$ cat config.mk
export PLATFORM = sky130hd
export DESIGN_NAME = dual_capture_timer
export DESIGN_NICKNAME = d
export VERILOG_FILES = /design/src/rtl/ct_pkg.sv /design/src/rtl/ct_sync.sv /design/src/rtl/ct_prescaler.sv /design/src/rtl/ct_channel.sv /design/src/rtl/dual_capture_timer.sv
export SDC_FILE = /design/constraint.sdc
export NUM_CORES = 1
export LEC_CHECK = 0
export ABC_AREA = 0
export BUFFER_PORTS_ARGS = -buffer_cell sky130_fd_sc_hd__clkbuf_2
export CAP_MARGIN = 5
export CORE_MARGIN = 2
export CORE_UTILIZATION = 30
export CTS_BUF_LIST = sky130_fd_sc_hd__clkbuf_16
export CTS_CLUSTER_DIAMETER = 200
export DETAILED_ROUTE_END_ITERATION = 8
export REMOVE_ABC_BUFFERS = 1
export SLEW_MARGIN = 0
export SYNTH_ARGS = -nofsm -noshare
export SYNTH_HDL_FRONTEND = slang
export SYNTH_HIERARCHICAL = 1
export SYNTH_SLANG_ARGS = --single-unit
$ cat constraint.sdc
create_clock -name clk -period 4 [get_ports clk]
set_input_delay 0.4 -clock clk [delete_from_list [all_inputs] [get_ports clk]]
set_output_delay 0.4 -clock clk [all_outputs]
set_load 0.1 [all_outputs]
$ cat src/rtl/ct_pkg.sv
package ct_pkg;
  localparam int CNT_W  = 16;
  localparam int ADDR_W = 4;

  typedef enum logic [1:0] {
    EDGE_OFF  = 2'b00,
    EDGE_RISE = 2'b01,
    EDGE_FALL = 2'b10,
    EDGE_BOTH = 2'b11
  } edge_sel_e;

  typedef struct packed {
    logic      ie;
    logic      msb;
    logic      msa;
    edge_sel_e els;
    logic      tov;
    logic      max;
  } ch_cfg_t;
endpackage

$ cat src/rtl/ct_sync.sv
module ct_sync #(
  parameter int STAGES = 2
) (
  input  logic clk,
  input  logic rst_n,
  input  logic d,
  output logic q
);
  logic [STAGES-1:0] sh_q;
  logic [STAGES-1:0] sh_d;

  always_comb sh_d = {sh_q[STAGES-2:0], d};

  always_ff @(posedge clk or negedge rst_n) begin
    if (!rst_n) sh_q <= '0;
    else        sh_q <= sh_d;
  end

  assign q = sh_q[STAGES-1];
endmodule

$ cat src/rtl/ct_prescaler.sv
module ct_prescaler #(
  parameter int PS_W = 3
) (
  input  logic            clk,
  input  logic            rst_n,
  input  logic [PS_W-1:0] ps,
  input  logic            ext_s,
  output logic            tick
);
  localparam int              DIV_W  = (1 << PS_W) - 2;
  localparam logic [PS_W-1:0] PS_EXT = '1;

  logic [DIV_W-1:0] div_q, div_d, mask;
  logic             ext_q;

  always_comb begin
    div_d = div_q + 1'b1;
    mask  = DIV_W'((DIV_W'(1) << ps) - DIV_W'(1));
    if (ps == PS_EXT) tick = ext_s & ~ext_q;
    else              tick = &(div_q | ~mask);
  end

  always_ff @(posedge clk or negedge rst_n) begin
    if (!rst_n) begin
      div_q <= '0;
      ext_q <= 1'b0;
    end else begin
      div_q <= div_d;
      ext_q <= ext_s;
    end
  end
endmodule

$ cat src/rtl/ct_channel.sv
module ct_channel
  import ct_pkg::*;
#(
  parameter bit HAS_MSB = 1'b1
) (
  input  logic             clk,
  input  logic             rst_n,
  input  logic [CNT_W-1:0] cnt,
  input  logic             pin_s,
  input  logic             wr_sc,
  input  logic             rd_sc,
  input  logic             rd_hi,
  input  logic             rd_lo,
  input  logic [7:0]       wdata,
  output logic [7:0]       sc_out,
  output logic [7:0]       hi_out,
  output logic [7:0]       lo_out,
  output logic             irq
);
  logic             pin_q, rise, fall, hit;
  ch_cfg_t          cfg_q, cfg_d;
  logic             flag_q, flag_d, arm_q, arm_d;
  logic             lock_q, lock_d, pend_q, pend_d;
  logic [CNT_W-1:0] cap_q, cap_d, pv_q, pv_d;

  // edge qualification
  always_comb begin
    rise = pin_s & ~pin_q;
    fall = ~pin_s & pin_q;
    hit  = 1'b0;
    if (!cfg_q.msb && !cfg_q.msa) begin
      case (cfg_q.els)
        EDGE_RISE: hit = rise;
        EDGE_FALL: hit = fall;
        EDGE_BOTH: hit = rise | fall;
        default:   hit = 1'b0;
      endcase
    end
  end

  // next state
  always_comb begin
    cfg_d  = cfg_q;
    arm_d  = arm_q;
    lock_d = lock_q;
    pend_d = pend_q;
    cap_d  = cap_q;
    pv_d   = pv_q;
    flag_d = hit | (flag_q & ~(wr_sc & ~wdata[7] & arm_q));
    if (wr_sc) begin
      cfg_d.ie  = wdata[6];
      cfg_d.msb = HAS_MSB ? wdata[5] : 1'b0;
      cfg_d.msa = wdata[4];
      cfg_d.els = edge_sel_e'(wdata[3:2]);
      cfg_d.tov = wdata[1];
      cfg_d.max = wdata[0];
      arm_d     = 1'b0;
    end else if (rd_sc && flag_q) begin
      arm_d = 1'b1;
    end
    if (hit) arm_d = 1'b0;
    if (rd_lo) begin
      lock_d = 1'b0;
      pend_d = 1'b0;
      if (hit)         cap_d = cnt;
      else if (pend_q) cap_d = pv_q;
    end else begin
      if (hit) begin
        if (lock_q || rd_hi) begin
          pend_d = 1'b1;
          pv_d   = cnt;
        end else begin
          cap_d = cnt;
        end
      end
      if (rd_hi) lock_d = 1'b1;
    end
  end

  always_ff @(posedge clk or negedge rst_n) begin
    if (!rst_n) begin
      pin_q  <= 1'b0;
      cfg_q  <= '0;
      flag_q <= 1'b0;
      arm_q  <= 1'b0;
      lock_q <= 1'b0;
      pend_q <= 1'b0;
      cap_q  <= '0;
      pv_q   <= '0;
    end else begin
      pin_q  <= pin_s;
      cfg_q  <= cfg_d;
      flag_q <= flag_d;
      arm_q  <= arm_d;
      lock_q <= lock_d;
      pend_q <= pend_d;
      cap_q  <= cap_d;
      pv_q   <= pv_d;
    end
  end

  assign sc_out = {flag_q, cfg_q.ie, cfg_q.msb, cfg_q.msa, cfg_q.els, cfg_q.tov, cfg_q.max};
  assign hi_out = cap_q[CNT_W-1 -: 8];
  assign lo_out = cap_q[7:0];
  assign irq    = flag_q & cfg_q.ie;


  flag_set_chk: assert property (@(posedge clk) disable iff (!rst_n)
    hit |=> flag_q);


  flag_clear_chk: assert property (@(posedge clk) disable iff (!rst_n)
    $fell(flag_q) |-> $past(wr_sc && !wdata[7]));


  cap_hold_chk: assert property (@(posedge clk) disable iff (!rst_n)
    (lock_q && !rd_lo) |=> $stable(cap_q));
endmodule

$ cat src/rtl/dual_capture_timer.sv
module dual_capture_timer
  import ct_pkg::*;
#(
  parameter int N_CH        = 2,
  parameter int PS_W        = 3,
  parameter int SYNC_STAGES = 2
) (
  input  logic              clk,
  input  logic              rst_n,
  input  logic              ext_clk_in,
  input  logic [N_CH-1:0]   cap_in,
  input  logic [ADDR_W-1:0] bus_addr,
  input  logic              bus_wr,
  input  logic              bus_rd,
  input  logic [7:0]        bus_wdata,
  output logic [7:0]        bus_rdata,
  output logic [N_CH-1:0]   irq
);
  localparam logic [ADDR_W-1:0] A_CTRL = ADDR_W'(0);
  localparam logic [ADDR_W-1:0] A_CNTH = ADDR_W'(1);
  localparam logic [ADDR_W-1:0] A_CNTL = ADDR_W'(2);

  logic             rst_i_n, ext_s, tick;
  logic [PS_W-1:0]  ps_q, ps_d;
  logic [CNT_W-1:0] cnt_q, cnt_d;
  logic [7:0]       sc_v [N_CH];
  logic [7:0]       hi_v [N_CH];
  logic [7:0]       lo_v [N_CH];

  ct_sync #(.STAGES(2)) u_rst_sync (
    .clk(clk), .rst_n(rst_n), .d(1'b1), .q(rst_i_n));

  ct_sync #(.STAGES(SYNC_STAGES)) u_ext_sync (
    .clk(clk), .rst_n(rst_i_n), .d(ext_clk_in), .q(ext_s));

  ct_prescaler #(.PS_W(PS_W)) u_presc (
    .clk(clk), .rst_n(rst_i_n), .ps(ps_q), .ext_s(ext_s), .tick(tick));

  always_comb begin
    ps_d  = (bus_wr && bus_addr == A_CTRL) ? bus_wdata[PS_W-1:0] : ps_q;
    cnt_d = cnt_q + CNT_W'(tick);
  end

  always_ff @(posedge clk or negedge rst_i_n) begin
    if (!rst_i_n) begin
      ps_q  <= '0;
      cnt_q <= '0;
    end else begin
      ps_q  <= ps_d;
      cnt_q <= cnt_d;
    end
  end

  for (genvar g = 0; g < N_CH; g++) begin : g_ch
    localparam logic [ADDR_W-1:0] BASE = ADDR_W'(4 * (g + 1));
    logic pin_s;

    ct_sync #(.STAGES(SYNC_STAGES)) u_pin_sync (
      .clk(clk), .rst_n(rst_i_n), .d(cap_in[g]), .q(pin_s));

    ct_channel #(.HAS_MSB(g == 0)) u_ch (
      .clk    (clk),
      .rst_n  (rst_i_n),
      .cnt    (cnt_q),
      .pin_s  (pin_s),
      .wr_sc  (bus_wr && bus_addr == BASE),
      .rd_sc  (bus_rd && bus_addr == BASE),
      .rd_hi  (bus_rd && bus_addr == BASE + ADDR_W'(1)),
      .rd_lo  (bus_rd && bus_addr == BASE + ADDR_W'(2)),
      .wdata  (bus_wdata),
      .sc_out (sc_v[g]),
      .hi_out (hi_v[g]),
      .lo_out (lo_v[g]),
      .irq    (irq[g]));
  end

  always_comb begin
    case (bus_addr)
      A_CTRL:  bus_rdata = 8'(ps_q);
      A_CNTH:  bus_rdata = cnt_q[CNT_W-1 -: 8];
      A_CNTL:  bus_rdata = cnt_q[7:0];
      default: bus_rdata = '0;
    endcase
    for (int c = 0; c < N_CH; c++) begin
      if (bus_addr == ADDR_W'(4 * (c + 1)))     bus_rdata = sc_v[c];
      if (bus_addr == ADDR_W'(4 * (c + 1) + 1)) bus_rdata = hi_v[c];
      if (bus_addr == ADDR_W'(4 * (c + 1) + 2)) bus_rdata = lo_v[c];
    end
  end


  div_one_chk: assert property (@(posedge clk) disable iff (!rst_i_n)
    (ps_q == '0) |=> (cnt_q == $past(cnt_q) + CNT_W'(1)));


  cnt_step_chk: assert property (@(posedge clk) disable iff (!rst_i_n)
    (cnt_q != $past(cnt_q)) |-> (cnt_q == $past(cnt_q) + CNT_W'(1)));
endmodule

Word-level counts from Yosys, hierarchy flattened
Cells that the tools add are included.

Register bits after elaboration: 121. Bits in latches: 0. Bits in writable memories: 0. Memory bits (read-only): 0. Input bits: 19. Output and inout bits: 10. Word-level logic and storage cells: 155. Memories: 0.

Add/sub/neg operators: 3. $mul: 0. Div/mod/pow operators: 0. Order comparisons: 0. Equal/unequal tests: 17. Shifts and indexed selects: 1. Muxes and demuxes: 38. Bitwise logic cells: 29. Reductions and logical operators: 34.

Operators by type and width (count): 16-bit two-way mux (10); 8-bit two-way mux (6); 8-bit case mux with 3 select lines (1); 1-bit two-way mux (19); 16-bit by 1-bit adder with 16-bit output (1); 2-bit nonzero test (8); 1-bit bitwise AND (13); 4-bit by 3-bit == test with 1-bit output (second input constant) (3); 4-bit == test (second input constant) (3); 1-bit logical AND (12); 3-bit AND reduction (4); 1-bit NOT (10); 2-bit == test (second input constant) (4); 6-bit by 1-bit adder with 6-bit output (second input constant) (1); 6-bit NOT (1); 6-bit OR (1); 1-bit case mux with 3 select lines (2); 6-bit AND reduction (1); 3-bit nonzero test (2); 1-bit by 3-bit left shift with 6-bit output (first input constant) (1); 6-bit by 2-bit subtractor with 6-bit output (second input constant) (1); 2-bit by 1-bit == test with 1-bit output (second input constant) (2); 4-bit by 1-bit == test with 1-bit output (second input constant) (1); 4-bit by 2-bit == test with 1-bit output (second input constant) (1); 7 further kinds (14).

Depth between registers and ports, before layout
Depth after elaboration: 8. Depth in mapped cells: 13. Depth with buffers taken out: 13.

Cells and area by module
Netlist, hierarchy kept.

By module, submodules not included: ct_channel (g_ch[1].u_ch) (times used 1, cells an instance 131, area each 2045.7 µm², sequential area each 1076.0 µm²); ct_channel (g_ch[0].u_ch) (times used 1, cells an instance 162, area each 1896.8 µm², sequential area each 1101.1 µm²); dual_capture_timer (times used 1, cells an instance 183, area each 1602.8 µm², sequential area each 475.5 µm²); ct_prescaler (times used 1, cells an instance 36, area each 369.1 µm², sequential area each 175.2 µm²); ct_sync (times used 4, cells an instance 2, area each 50.0 µm², sequential area each 50.0 µm²).

Worst setup path before layout
Ideal clock, no wire load.

Path kind: input to output. Start: in bus_addr[1]. End: out bus_rdata[0]. Arrival time: 3.340 ns. Data required time: 3.600 ns. Slack: 0.260 ns. Cell stages on the path: 4. Path buffers: 1. Path through: and2b_4 > clkbuf_1 > a21oi_1 > a221oi_1.

Word-level cells in the longest chain between the ends: 8. Elaborated cells on any way between the ends: 16. Classes of those cells: 8 x eq/ne; 7 x mux; 1 x reduce/logical.

RTL lines: start: declaration (line dual_capture_timer.sv:12) `input logic [ADDR_W-1:0] bus_addr,`; 4-bit by 2-bit == test with 1-bit output (tied with other cells) (line dual_capture_timer.sv:78) `case (bus_addr)`; 8-bit case mux with 3 select lines (line dual_capture_timer.sv:78); 8-bit two-way mux (line dual_capture_timer.sv:85) `if (bus_addr == ADDR_W'(4 * (c + 1))) bus_rdata = sc_v[c];`; 8-bit two-way mux (line dual_capture_timer.sv:86) `if (bus_addr == ADDR_W'(4 * (c + 1) + 1)) bus_rdata = hi_v[c];`; 8-bit two-way mux (line dual_capture_timer.sv:87) `if (bus_addr == ADDR_W'(4 * (c + 1) + 2)) bus_rdata = lo_v[c];`; 8-bit two-way mux (line dual_capture_timer.sv:85); 8-bit two-way mux (line dual_capture_timer.sv:86); 8-bit two-way mux * (line dual_capture_timer.sv:87); end: declaration (line dual_capture_timer.sv:16) `output logic [7:0] bus_rdata,`.

Every way passes the cells marked *; elsewhere a longest branch is shown, timed or not.

Final worst setup path
Start: reg ps_q[0]. End: reg cnt_q[10].

Word-level cells in the longest chain between the ends: 7. Elaborated cells on any way between the ends: 8. Classes of those cells: 2 x add/sub; 1 x eq/ne; 1 x shift; 1 x mux; 2 x bitwise; 1 x reduce/logical.

RTL lines: start: declaration (line dual_capture_timer.sv:24) `logic [PS_W-1:0] ps_q, ps_d;`; start signal: assignment (line dual_capture_timer.sv:49) `ps_q <= ps_d;`; 1-bit by 3-bit left shift with 6-bit output (line ct_prescaler.sv:18) `mask = DIV_W'((DIV_W'(1) << ps) - DIV_W'(1));`; 6-bit by 2-bit subtractor with 6-bit output (line ct_prescaler.sv:18); 6-bit NOT (line ct_prescaler.sv:20) `else tick = &(div_q | ~mask);`; 6-bit OR (line ct_prescaler.sv:20); 6-bit AND reduction (line ct_prescaler.sv:20); 1-bit two-way mux * (line ct_prescaler.sv:19) `if (ps == PS_EXT) tick = ext_s & ~ext_q;`; net tick (line dual_capture_timer.sv:23) `logic rst_i_n, ext_s, tick;`; 16-bit by 1-bit adder with 16-bit output * (line dual_capture_timer.sv:41) `cnt_d = cnt_q + CNT_W'(tick);`; net cnt_d[10] (line dual_capture_timer.sv:25) `logic [CNT_W-1:0] cnt_q, cnt_d;`; end signal: assignment (line dual_capture_timer.sv:50) `cnt_q <= cnt_d;`; end: declaration (line dual_capture_timer.sv:25).

The timed path passes the listed nets; every way through them passes the cells marked *. A chain may end at the register's enable or synchronous reset.

==> results.md <==
* Outcome: complete, no violations
* TNS Setup at 0 ns
* DRC viols at 0
* Max_slew headroom at 0.358
* P&R area growth vs syn at 15.7%
* Worst setup path class: flip-flop to flip-flop
* Distinct cells, synth at 67
* First-pass GRT wire length at 24000 um
* Final setup fails at 0
* Max cap viols at 0
* CTS Root Cell: clkbuf_16
* Drt via density at 4.97
* Reg clk slew, reported paths at 0.05 ns
* Final #Nets at 578
* Fin Hold WS at 0.0832 ns
* CTS tree: yes
* Post-DP HPWL at 9700 um
* Total clock sinks at 121
* Sequential cell area fraction in the yosys report at 0.495
* Slew Limit Fails at 0
* Gate Count Post-Synth at 520
* Startpoint Class: flip-flop
* # port buffers at 28
* Final ANT Viol Nets at 0
* Synthesized area at 6110 um^2
* Peak VDD IR at 283 uV
* Final Hold Viols at 0
* Die width at 147 um
* Initial antenna violation count at 0
* Post-synth EDFFs at 0
* Grt total ovfl at 0
* Number of buffers created by CTS at 17
* R2R setup slack at 1.02 ns
* Vias in the first global route at 4386
* Skew-Pair Late Insertion Delay at 0.42 ns
* Post_cts resized at 0
* Pre-antenna DRT Iters at 5
* Core footprint at 20100 um^2
* Leak pwr at 3.27 nW
* Async set or reset register ratio after synthesis at 1.00
* Yosys warns at 6
* Setup ws final at 1.02 ns
* Die footprint at 21500 um^2
* Overall power at 4.15 mW
* # diodes at 0
* FF+latch count, synth at 121
* Min Tclk post-route at 2.98 ns
* Fin crit share at 0.745
* RSZ-0062 raised after global routing: no
* F_max at 0.336 GHz
* Initial Utilization at 0.304
* Largest net degree at the start of global routing at 75
* Worst Path Arrival at 3.28 ns
* Final GP Congestion at 0.784
* Required @ worst endpoint at 4.30 ns
* HP Class: input port to flip-flop
* Final core occ at 0.352
* Initial drt markers at 322
* Worst-Margin Slew at 0.957 ns
* P per Cell Area at 587 nW/um^2
* Die height at 147 um
* Routed wire length per instance at 17.3 um
* Top FF cell, synth: dfrtp_1
* Routed wire length at 14500 um
* Num rows at 52
* GR Util All Layers at 0.145
* Num ports at 29
* Via count at 4142
* Crit path capture type: flip-flop
* Clock skew at 0.00652 ns
* Clock Tree Buf Depth at 2
* Post-CTS Hold Buffers at 1
* H-tree depth at 4
* Crit-path max FO at 9
* Worst slack, placed at 1.04 ns
* Layout cells sized above 1 at 0.261
* Post-CTS setup buffer count at 0
* Avg Cell Area, Syn at 11.8 um^2
[cell families after synthesis]
logic type               Yosys count  synth area share
XOR/XNOR                          19            0.0272
AO/OA/AOI/OAI                     84             0.111
buffers and inverters             58            0.0522
flip-flops                       121             0.495
adder cells (fa/ha/maj)            8            0.0164
AND/OR/NAND/NOR                  143             0.130
other                              2           0.00123
multiplexers                      85             0.167
[cell usage after synthesis (all sizes together), types with 3 or more instances]
cell type / count / area share
a211oi: 6 / 0.0074
a21o: 5 / 0.0061
a21oi: 8 / 0.0078
a221oi: 18 / 0.026
a222oi: 4 / 0.0065
a22oi: 8 / 0.0098
a311oi: 5 / 0.010
and2: 3 / 0.0031
buf: 17 / 0.027
clkbuf: 11 / 0.0068
dfrtp: 121 / 0.50
ha: 8 / 0.016
inv: 29 / 0.018
mux2: 80 / 0.16
mux2i: 5 / 0.0082
nand2: 20 / 0.015
nand2b: 11 / 0.014
nand3: 12 / 0.0098
nand3b: 6 / 0.0074
nor2: 43 / 0.026
nor2b: 3 / 0.0039
nor3: 20 / 0.019
nor3b: 6 / 0.0082
o21ai: 6 / 0.0049
o21bai: 6 / 0.0074
o22a: 4 / 0.0057
o2bb2ai: 3 / 0.0043
or2: 7 / 0.0072
xnor2: 13 / 0.019
xor2: 6 / 0.0086
[where the power goes]
part / switching (mW) / internal, mW
Combinational: 0.484 / 0.377
Clock: 0.527 / 1.02
Sequential: 0.262 / 1.48
Total: 1.27 / 2.88
[layout by cell type, fill, tap and decap left out, types with 11 or more instances in the layout]
| cell type | n |
|---|---|
| mux2_4 | 19 |
| mux2_2 | 38 |
| dfrtp_1 | 120 |
| xnor2_1 | 13 |
| clkbuf_16 | 17 |
| nand3_1 | 12 |
| a221oi_1 | 18 |
| nand2_1 | 17 |
| nor3_1 | 18 |
| buf_4 | 11 |
| inv_1 | 33 |
| mux2_1 | 23 |
| clkbuf_2 | 28 |
| nor2_1 | 43 |
[worst paths after layout]
path,from,to,cells past startpoint
hold reg to reg,u_ext_sync/sh_q[0],u_ext_sync/sh_q[1],0
setup reg to reg,ps_q[0],cnt_q[10],12
min in group asynchronous,rst_n,u_rst_sync/sh_q[1],2
hold / removal,ext_clk_in,u_ext_sync/sh_q[0],1
max in group asynchronous,u_rst_sync/sh_q[1],g_ch[0].u_ch/pv_q[14],1
setup / recovery,ps_q[0],cnt_q[10],12
[flip-flops by register name (all words and copies together) (netlist names)]
signal and count:
u_ext_sync/sh_q 2, g_ch.u_ch/cap_q 32, g_ch.u_ch/arm_q 2, g_ch.u_pin_sync/sh_q 4, g_ch.u_ch/lock_q 2, g_ch.u_ch/flag_q 2, u_presc/ext_q 1, ps_q 3
cnt_q 16, g_ch.u_ch/pv_q 32, g_ch.u_ch/sc_out 13, u_presc/div_q 6, g_ch.u_ch/pin_q 2, u_rst_sync/sh_q 2, g_ch.u_ch/pend_q 2
[final cells by class]
type                       instances  area (um^2)
timing repair buffer              40          233
sequential                       121         3030
multi-input combinational        341         2770
clock buffer                      17          425
fill                            1988        13000
inverter                          30          113
clock inverter                    15          168
tap                              270          338
[metrics by stage]
step,cell area [um^2],std cells
after floorplan,5910,492
after global placement,6470,801
after detailed placement,6470,801
after CTS,7080,834
after global routing,7080,834
final,7080,834
[per-layer routing]
layer,GRT usage,share of wire
met1,0.188,0.48
met3,0.0422,0.032
met5,0,0
met4,0.0544,0.016
met2,0.229,0.48
[critical path: stages (launching register included)]
cell	delay, ns
dfrtp_1	0.45
or3_1	0.43
ha_1	0.30
nor2_1	0.04
a311oi_1	0.20
o211ai_1	0.13
o21ai_1	0.19
ha_1	0.25
ha_1	0.26
nand3_1	0.10
nor2_1	0.21
nand4_1	0.14
xnor2_1	0.15
Power figures use the tool's default switching activity.
